File: src/rtl/eep_pkg.sv
package eep_pkg;
    localparam int BW = 8;

    typedef enum logic [2:0] {
        S_IDLE, S_OPCODE, S_ADDR, S_WDATA, S_RDOUT, S_STOUT, S_SKIP
    } eep_state_t;

    localparam logic [BW-1:0] OP_WRSR = 8'h01;
    localparam logic [BW-1:0] OP_WRITE = 8'h02;
    localparam logic [BW-1:0] OP_READ = 8'h03;
    localparam logic [BW-1:0] OP_WRDI = 8'h04;
    localparam logic [BW-1:0] OP_RDSR = 8'h05;
    localparam logic [BW-1:0] OP_WREN = 8'h06;
    localparam logic [BW-1:0] OP_PGWR = 8'h0A;
endpackage

File: src/rtl/eep_sync.sv
module eep_sync #(
    parameter int W = 3,
    parameter logic [W-1:0] RST = '0
) (
    input  logic         clk,
    input  logic         rst_n,
    input  logic [W-1:0] d_in,
    output logic [W-1:0] q,
    output logic [W-1:0] q_prev
);
    logic [W-1:0] s1, s2, s3;

    for (genvar g = 0; g < W; g++) begin : g_bit
        always_ff @(posedge clk or negedge rst_n) begin
            if (!rst_n) begin
                s1[g] <= RST[g];
                s2[g] <= RST[g];
                s3[g] <= RST[g];
            end else begin
                s1[g] <= d_in[g];
                s2[g] <= s1[g];
                s3[g] <= s2[g];
            end
        end
    end

    assign q      = s2;
    assign q_prev = s3;
endmodule

File: src/rtl/eep_wtimer.sv
module eep_wtimer #(
    parameter int WCYC = 200
) (
    input  logic clk,
    input  logic rst_n,
    input  logic start,
    output logic busy,
    output logic done
);
    localparam int CW = $clog2(WCYC + 1);
    logic [CW-1:0] cnt;

    assign done = busy && (cnt == CW'(WCYC - 1));

    always_ff @(posedge clk or negedge rst_n) begin
        if (!rst_n) begin
            busy <= 1'b0;
            cnt  <= '0;
        end else if (start && !busy) begin
            busy <= 1'b1;
            cnt  <= '0;
        end else if (done) begin
            busy <= 1'b0;
        end else if (busy) begin
            cnt <= cnt + 1'b1;
        end
    end

    // the cycle always runs its full length
    p_cycle_len_r5: assert property (@(posedge clk) disable iff (!rst_n)
        $fell(busy) |-> $past(cnt) == CW'(WCYC - 1));
    // no new write cycle is requested while one runs
    p_no_restart_r11: assert property (@(posedge clk) disable iff (!rst_n)
        start |-> !busy);
endmodule

File: src/rtl/spi_eeprom_ctrl.sv
module spi_eeprom_ctrl
    import eep_pkg::*;
#(
    parameter int AW      = 8,
    parameter int PAGE_AW = 4,
    parameter int WCYC    = 200
) (
    input  logic clk,
    input  logic rst_n,
    input  logic spi_cs_n,
    input  logic spi_clk,
    input  logic spi_mosi,
    output logic spi_miso,
    output logic spi_miso_oe
);
    localparam int DEPTH = 1 << AW;
    localparam int PAGE  = 1 << PAGE_AW;
    localparam int HW    = AW - PAGE_AW;

    logic [2:0] sq, sp;
    eep_sync #(.W(3), .RST(3'b100)) u_sync (
        .clk(clk), .rst_n(rst_n),
        .d_in({spi_cs_n, spi_clk, spi_mosi}),
        .q(sq), .q_prev(sp)
    );

    logic cs_q, cs_fall, cs_rise, sck_rise, sck_fall, mosi_q;
    assign cs_q     = sq[2];
    assign cs_fall  = !sq[2] && sp[2];
    assign cs_rise  = sq[2] && !sp[2];
    assign sck_rise = !cs_q && sq[1] && !sp[1];
    assign sck_fall = !cs_q && !sq[1] && sp[1];
    assign mosi_q   = sq[0];

    eep_state_t       state, nxt;
    logic [2:0]       bcnt;
    logic [BW-1:0]    rx, op, tx, sr_pend;
    logic [BW-1:0]    rx_next;
    logic [AW-1:0]    addr, wptr;
    logic [HW-1:0]    wr_page;
    logic             wel, got_byte, wr_kind, miso_r, byte_done;
    logic [BW-3:0]    sreg_u;
    logic [BW-1:0]    pbuf [PAGE];
    logic [PAGE-1:0]  pmask;
    logic [BW-1:0]    mem [DEPTH];
    logic             busy, wdone, wstart;
    logic [BW-1:0]    status_view;

    assign rx_next     = {rx[BW-2:0], mosi_q};
    assign byte_done   = sck_rise && (bcnt == 3'd7);
    assign status_view = {sreg_u, wel, busy};
    assign wstart      = cs_rise && (state == S_WDATA) && got_byte;

    eep_wtimer #(.WCYC(WCYC)) u_timer (
        .clk(clk), .rst_n(rst_n), .start(wstart), .busy(busy), .done(wdone)
    );

    // next-state logic
    always_comb begin
        nxt = state;
        if (cs_q) begin
            nxt = S_IDLE;
        end else begin
            unique case (state)
                S_IDLE: nxt = S_OPCODE;
                S_OPCODE: if (byte_done) begin
                    if (busy && rx_next != OP_RDSR) nxt = S_SKIP;
                    else if (rx_next == OP_READ) nxt = S_ADDR;
                    else if (rx_next == OP_RDSR) nxt = S_STOUT;
                    else if ((rx_next == OP_WRITE || rx_next == OP_PGWR) && wel) nxt = S_ADDR;
                    else if (rx_next == OP_WRSR && wel) nxt = S_WDATA;
                    else nxt = S_SKIP;
                end
                S_ADDR: if (byte_done) nxt = (op == OP_READ) ? S_RDOUT : S_WDATA;
                S_WDATA, S_RDOUT, S_STOUT, S_SKIP: nxt = state;
                default: nxt = S_IDLE;
            endcase
        end
    end

    // state register
    always_ff @(posedge clk or negedge rst_n) begin
        if (!rst_n) state <= S_IDLE;
        else        state <= nxt;
    end

    // datapath and outputs
    always_ff @(posedge clk or negedge rst_n) begin
        if (!rst_n) begin
            bcnt <= '0; rx <= '0; op <= '0; tx <= '0; sr_pend <= '0;
            addr <= '0; wptr <= '0; wr_page <= '0; wel <= 1'b0;
            got_byte <= 1'b0; wr_kind <= 1'b0; miso_r <= 1'b0;
            sreg_u <= '0; pmask <= '0;
            for (int i = 0; i < PAGE; i++) pbuf[i] <= '0;
            for (int i = 0; i < DEPTH; i++) mem[i] <= '0;
        end else begin
            if (cs_q) bcnt <= '0;
            else if (sck_rise) begin
                bcnt <= bcnt + 1'b1;
                rx   <= rx_next;
            end
            if (cs_fall) begin
                got_byte <= 1'b0;
                if (!busy) pmask <= '0;
            end
            if (byte_done) begin
                unique case (state)
                    S_OPCODE: begin
                        op <= rx_next;
                        if (!busy && rx_next == OP_WREN) wel <= 1'b1;
                        if (!busy && rx_next == OP_WRDI) wel <= 1'b0;
                        if (rx_next == OP_RDSR) tx <= status_view;
                    end
                    S_ADDR: begin
                        addr <= rx_next;
                        wptr <= rx_next;
                        tx   <= mem[rx_next];
                    end
                    S_WDATA: begin
                        got_byte <= 1'b1;
                        if (op == OP_WRSR) begin
                            if (!got_byte) sr_pend <= rx_next;
                        end else if (op == OP_PGWR || !got_byte) begin
                            pbuf[wptr[PAGE_AW-1:0]]  <= rx_next;
                            pmask[wptr[PAGE_AW-1:0]] <= 1'b1;
                            wptr[PAGE_AW-1:0]        <= wptr[PAGE_AW-1:0] + 1'b1;
                        end
                    end
                    S_RDOUT: begin
                        addr <= addr + 1'b1;
                        tx   <= mem[addr + 1'b1];
                    end
                    S_STOUT: tx <= status_view;
                    default: ;
                endcase
            end
            if (sck_fall) begin
                miso_r <= tx[BW-1];
                tx     <= {tx[BW-2:0], 1'b0};
            end
            if (wstart) begin
                wr_kind <= (op == OP_WRSR);
                wr_page <= wptr[AW-1:PAGE_AW];
            end
            if (wdone) begin
                wel <= 1'b0;
                if (wr_kind) sreg_u <= sr_pend[BW-1:2];
                else begin
                    for (int i = 0; i < PAGE; i++)
                        if (pmask[i]) mem[{wr_page, PAGE_AW'(i)}] <= pbuf[i];
                end
            end
        end
    end

    assign spi_miso    = miso_r;
    assign spi_miso_oe = !cs_q;

    // latch is clear once a write cycle has ended
    p_wel_clear_r8: assert property (@(posedge clk) disable iff (!rst_n)
        $fell(busy) |-> !wel);
    // latch only rises on an opcode byte
    p_wel_rise_r9: assert property (@(posedge clk) disable iff (!rst_n)
        $rose(wel) |-> $past(state) == S_OPCODE);
    // user status bits frozen while the cycle runs
    p_sreg_frozen_r7: assert property (@(posedge clk) disable iff (!rst_n)
        (busy && !wdone) |=> $stable(sreg_u));
    // a write cycle never starts from a transaction without data
    p_start_needs_data_r4: assert property (@(posedge clk) disable iff (!rst_n)
        $rose(busy) |-> $past(got_byte));
endmodule

File: config.mk
export PLATFORM = sky130hd
export DESIGN_NAME = spi_eeprom_ctrl
export DESIGN_NICKNAME = d
export VERILOG_FILES = /design/src/rtl/eep_pkg.sv /design/src/rtl/eep_sync.sv /design/src/rtl/eep_wtimer.sv /design/src/rtl/spi_eeprom_ctrl.sv
export SDC_FILE = /design/constraint.sdc
export NUM_CORES = 2
export LEC_CHECK = 0
export BUFFER_PORTS_ARGS = -buffer_cell sky130_fd_sc_hd__buf_2
export CORE_ASPECT_RATIO = 0.9
export CORE_UTILIZATION = 52
export CTS_BUF_LIST = sky130_fd_sc_hd__clkbuf_4 sky130_fd_sc_hd__clkbuf_8
export DETAILED_ROUTE_END_ITERATION = 6
export PLACE_DENSITY = 0.72
export RECOVER_POWER = 50
export SLEW_MARGIN = 15
export SYNTH_ARGS = -nofsm -noshare
export SYNTH_HDL_FRONTEND = slang
export SYNTH_SLANG_ARGS = --single-unit
File: constraint.sdc
create_clock -name clk -period 7.24 [get_ports clk]
set_clock_uncertainty 0.1 [all_clocks]
set_input_delay 0 -clock clk [delete_from_list [all_inputs] [get_ports clk]]
set_output_delay 0 -clock clk [all_outputs]
set_load 0.02 [all_outputs]
==> metrics.txt <==
DP Wirelength around 390000 um; Hold EP u_sync.s1[0]; register area share after synthesis between 40% and 50%; critical path arrival between 6000 and 7000 ps; vias in the first global route around 86000; GR Overflow Total 0; hold path start spi_mosi; Hold Crit Depth 3; Slew Viols, Final 1059; r2r setup slk 1420 ps; nature of the critical path endpoint async pin; # nets final just under 8000; Net Switching 8.06 mW; Slew headroom -129%; list of most frequent post-synthesis cells dfrtp_1 (2271), mux2_2 (2207), mux4_2 (1103); gate count of the mapped netlist roughly 7800; H-tree lvl count 5; Tot GR Track Use 50.0%; minimum clock period just under 6000 ps; Starting Density 52.6%; flops & latches, synth about 2300; Syn-to-layout area delta 10.5%; max incr delay on CP roughly 2500 ps; Final setup viols 0; worst hold path type in -> reg; DR iter-0 viols around 16000; internal power 20.6 mW; routed len/inst slightly above 50 um; top-count cell post-synth dfrtp_1; Via Count 89400; max-cap viol count 18; initial antenna violation count 117; area of placed instances roughly 120000 um^2; status complete, but fails checks; worst flop-to-flop path endpoint tx[2]; Worst Tran Pin Value approximately 3400 ps; I/O pin total 7; clk_lat worst skew between 1000 and 1500 ps; switch share ~28%; Post-DRT Antenna Nets 0; PwrDens ~220 nW/um^2; Clk network pwr share between 40% and 50%; CTS sink count roughly 2300; crit path max fanout around 120; Vert. Die Dim about 460 um; Synth area leader dfrtp_1; failing checks design-rule violations, max-capacitance violations, max-slew violations; Netlist cell types between 70 and 80; Clock Tree Root clkbuf_8; GPL Wtd Cong approximately 1.2; max frequency 0.170 GHz; DRC Markers 18; Util after Layout 58.1%; VDD IR max 191 uV; Worst setup SP type input pin; Flop pwr share between 40 and 50%; critical path class in -> async; largest net degree at the start of global routing between 150 and 200; slowest CP cell clkbuf_2; DRT Wirelength 573000 um; cells on worst reg2reg path 9; critical path required time between 8000 and 9000 ps; PnR worst setup slack about 1400 ps; 1st-pass router iterations 7; combinational share of power approximately a tenth; Clock Tree Buf Depth 4; syn_area_per_cell 15.1 um^2; YS warnings 0; # fillers between 15000 and 20000; CP Cell Sequence dlygate4sd3_1, dlygate4sd3_1, clkbuf_1, clkbuf_2, clkbuf_2; Num CTS Buffers roughly 380; Most used DFF post-synth dfrtp_1; Worst-path clk slew approximately 60 ps; asr flop ratio synth 100%; top cell type's share of synthesized area 47.9%; port buffer count 6; Avg Vias per Cell ~8; core area approximately 230000 um^2; layout cells sized above 1 between 50% and 60%; row count between 150 and 200; post-route setup TNS 0 ps; worst r2r src rx[3]; top post-synthesis cells by area dfrtp_1 (48%), mux2_2 (21%), mux4_2 (21%); CTS tree done; dpl ws 2200 ps; Die Wd between 500 and 600 um; Post-Synthesis Net Count 7860; global-route wire length before repair about 770000 um; final worst-path cycle share around four fifths; RSZ-0062 raised after global routing false; die area 230000 um^2; Design Area, Final 131000 um^2; LEAKAGE approximately 60 nW; number of synthesized flops with an enable pin 0; Final Hold Vio Count 0; cell area after synthesis around 120000 um^2
==> worst max-delay path, delay by kind of cell <==
family	cells	cell delay (ps)
buf+inv	5	6560
==> layer usage <==
layer  global-route usage, %  vias to the layer above  wire [um]  part of all wire [%]
met1                    58.7                    46900     182000                    32
li1                        -                    30800          -                     -
met2                    68.2                     9145     232000                    40
met5                       0                        -        192                 0.033
met3                    21.1                     2532      87500                    15
met4                    49.6                       24      71700                    13
==> cell usage in the layout (no fill, tap or decap), types with 17 or more instances in the layout <==
cell      count
o22ai_1      47
mux2_2     2207
a21oi_1      62
a21o_1       17
clkbuf_8    481
o21ai_0      98
a31oi_1      28
nand4_1      33
dfrtp_1    2187
clkinv_2     43
buf_12       27
nor2_1      112
clkbuf_4    134
mux2i_1     118
a22oi_1      36
nand3_1     144
buf_4       225
clkbuf_1     19
diode_2      99
nand2_1     608
dfrtp_2      77
a221oi_1     19
nand2b_1     17
nor3_1       24
and2_1       33
mux4_2     1103
==> power by group through the flow <==
stage | combinational (mW) | clock, mW | sequential (mW)
global placement | 2.64 | 0 | 13.1
floorplan | 1.26 | 0 | 13.0
CTS | 2.65 | 12.9 | 12.9
global route | 2.79 | 13.4 | 12.9
finish | 2.85 | 13.0 | 12.9
detailed placement | 2.64 | 0 | 13.1
==> sequential cells by signal (all words and copies together) (netlist names), 6 cells and up <==
name	cells
addr	8
mem	2048
op	8
pbuf	128
pmask	16
rx	7
sr_pend	6
sreg_u	6
tx	8
u_timer.cnt	8
wptr	8
==> worst max-delay path by stage <==
| stage | startpoint | endpoint | slack (ps) | cells past startpoint |
|---|---|---|---|---|
| 2_1_floorplan | addr[1] | tx[6] | 3970 | 12 |
| 3_3_place_gp | rx[0] | tx[1] | 2310 | 9 |
| 3_5_place_dp | rx[0] | tx[1] | 2200 | 9 |
| 4_1_cts | rx[0] | tx[1] | 2230 | 9 |
| 5_1_grt | rst_n | mem[1635] | 970 | 5 |
| 6_report | rst_n | mem[1112] | 1360 | 5 |
==> per-stage QoR <==
| stage | total power, mW | hold slack [ps] | std cells |
|---|---|---|---|
| finish | 28.7 | 32.6 | 11400 |
| global route | 29.1 | 52.4 | 11300 |
| CTS | 28.4 | 10.6 | 11300 |
| detailed placement | 15.7 | 8.09 | 10600 |
| global placement | 15.7 | 8.47 | 10600 |
| floorplan | 14.2 | -396 | 7847 |
==> logic make-up after synthesis <==
logic type | synth area share, %
fa+ha+maj | 0.0844
simple gates | 4.04
xor+xnor | 0.0949
buf+inv | 2.37
flops | 48.0
mux | 42.9
compound gates | 2.53
==> cell type report <==
type	count	area [um^2]	share of cell area (%)
repair buffers	289	2430	1.86
diodes	99	248	0.189
well taps	3006	3760	2.87
flip-flops and latches	2274	57000	43.5
inverters	16	63.8	0.0487
clock buffers	614	7620	5.81
multi-input cells	4975	59100	45.1
clock inverters	77	847	0.646
==> timing repair <==
action                                 in CTS  in global routing
setup buffers                               0                  0
hold buffers                                9                  0
endpoints found under the hold margin     964                  0
resized for setup                           0                  0
Power figures use the tool's default switching activity.
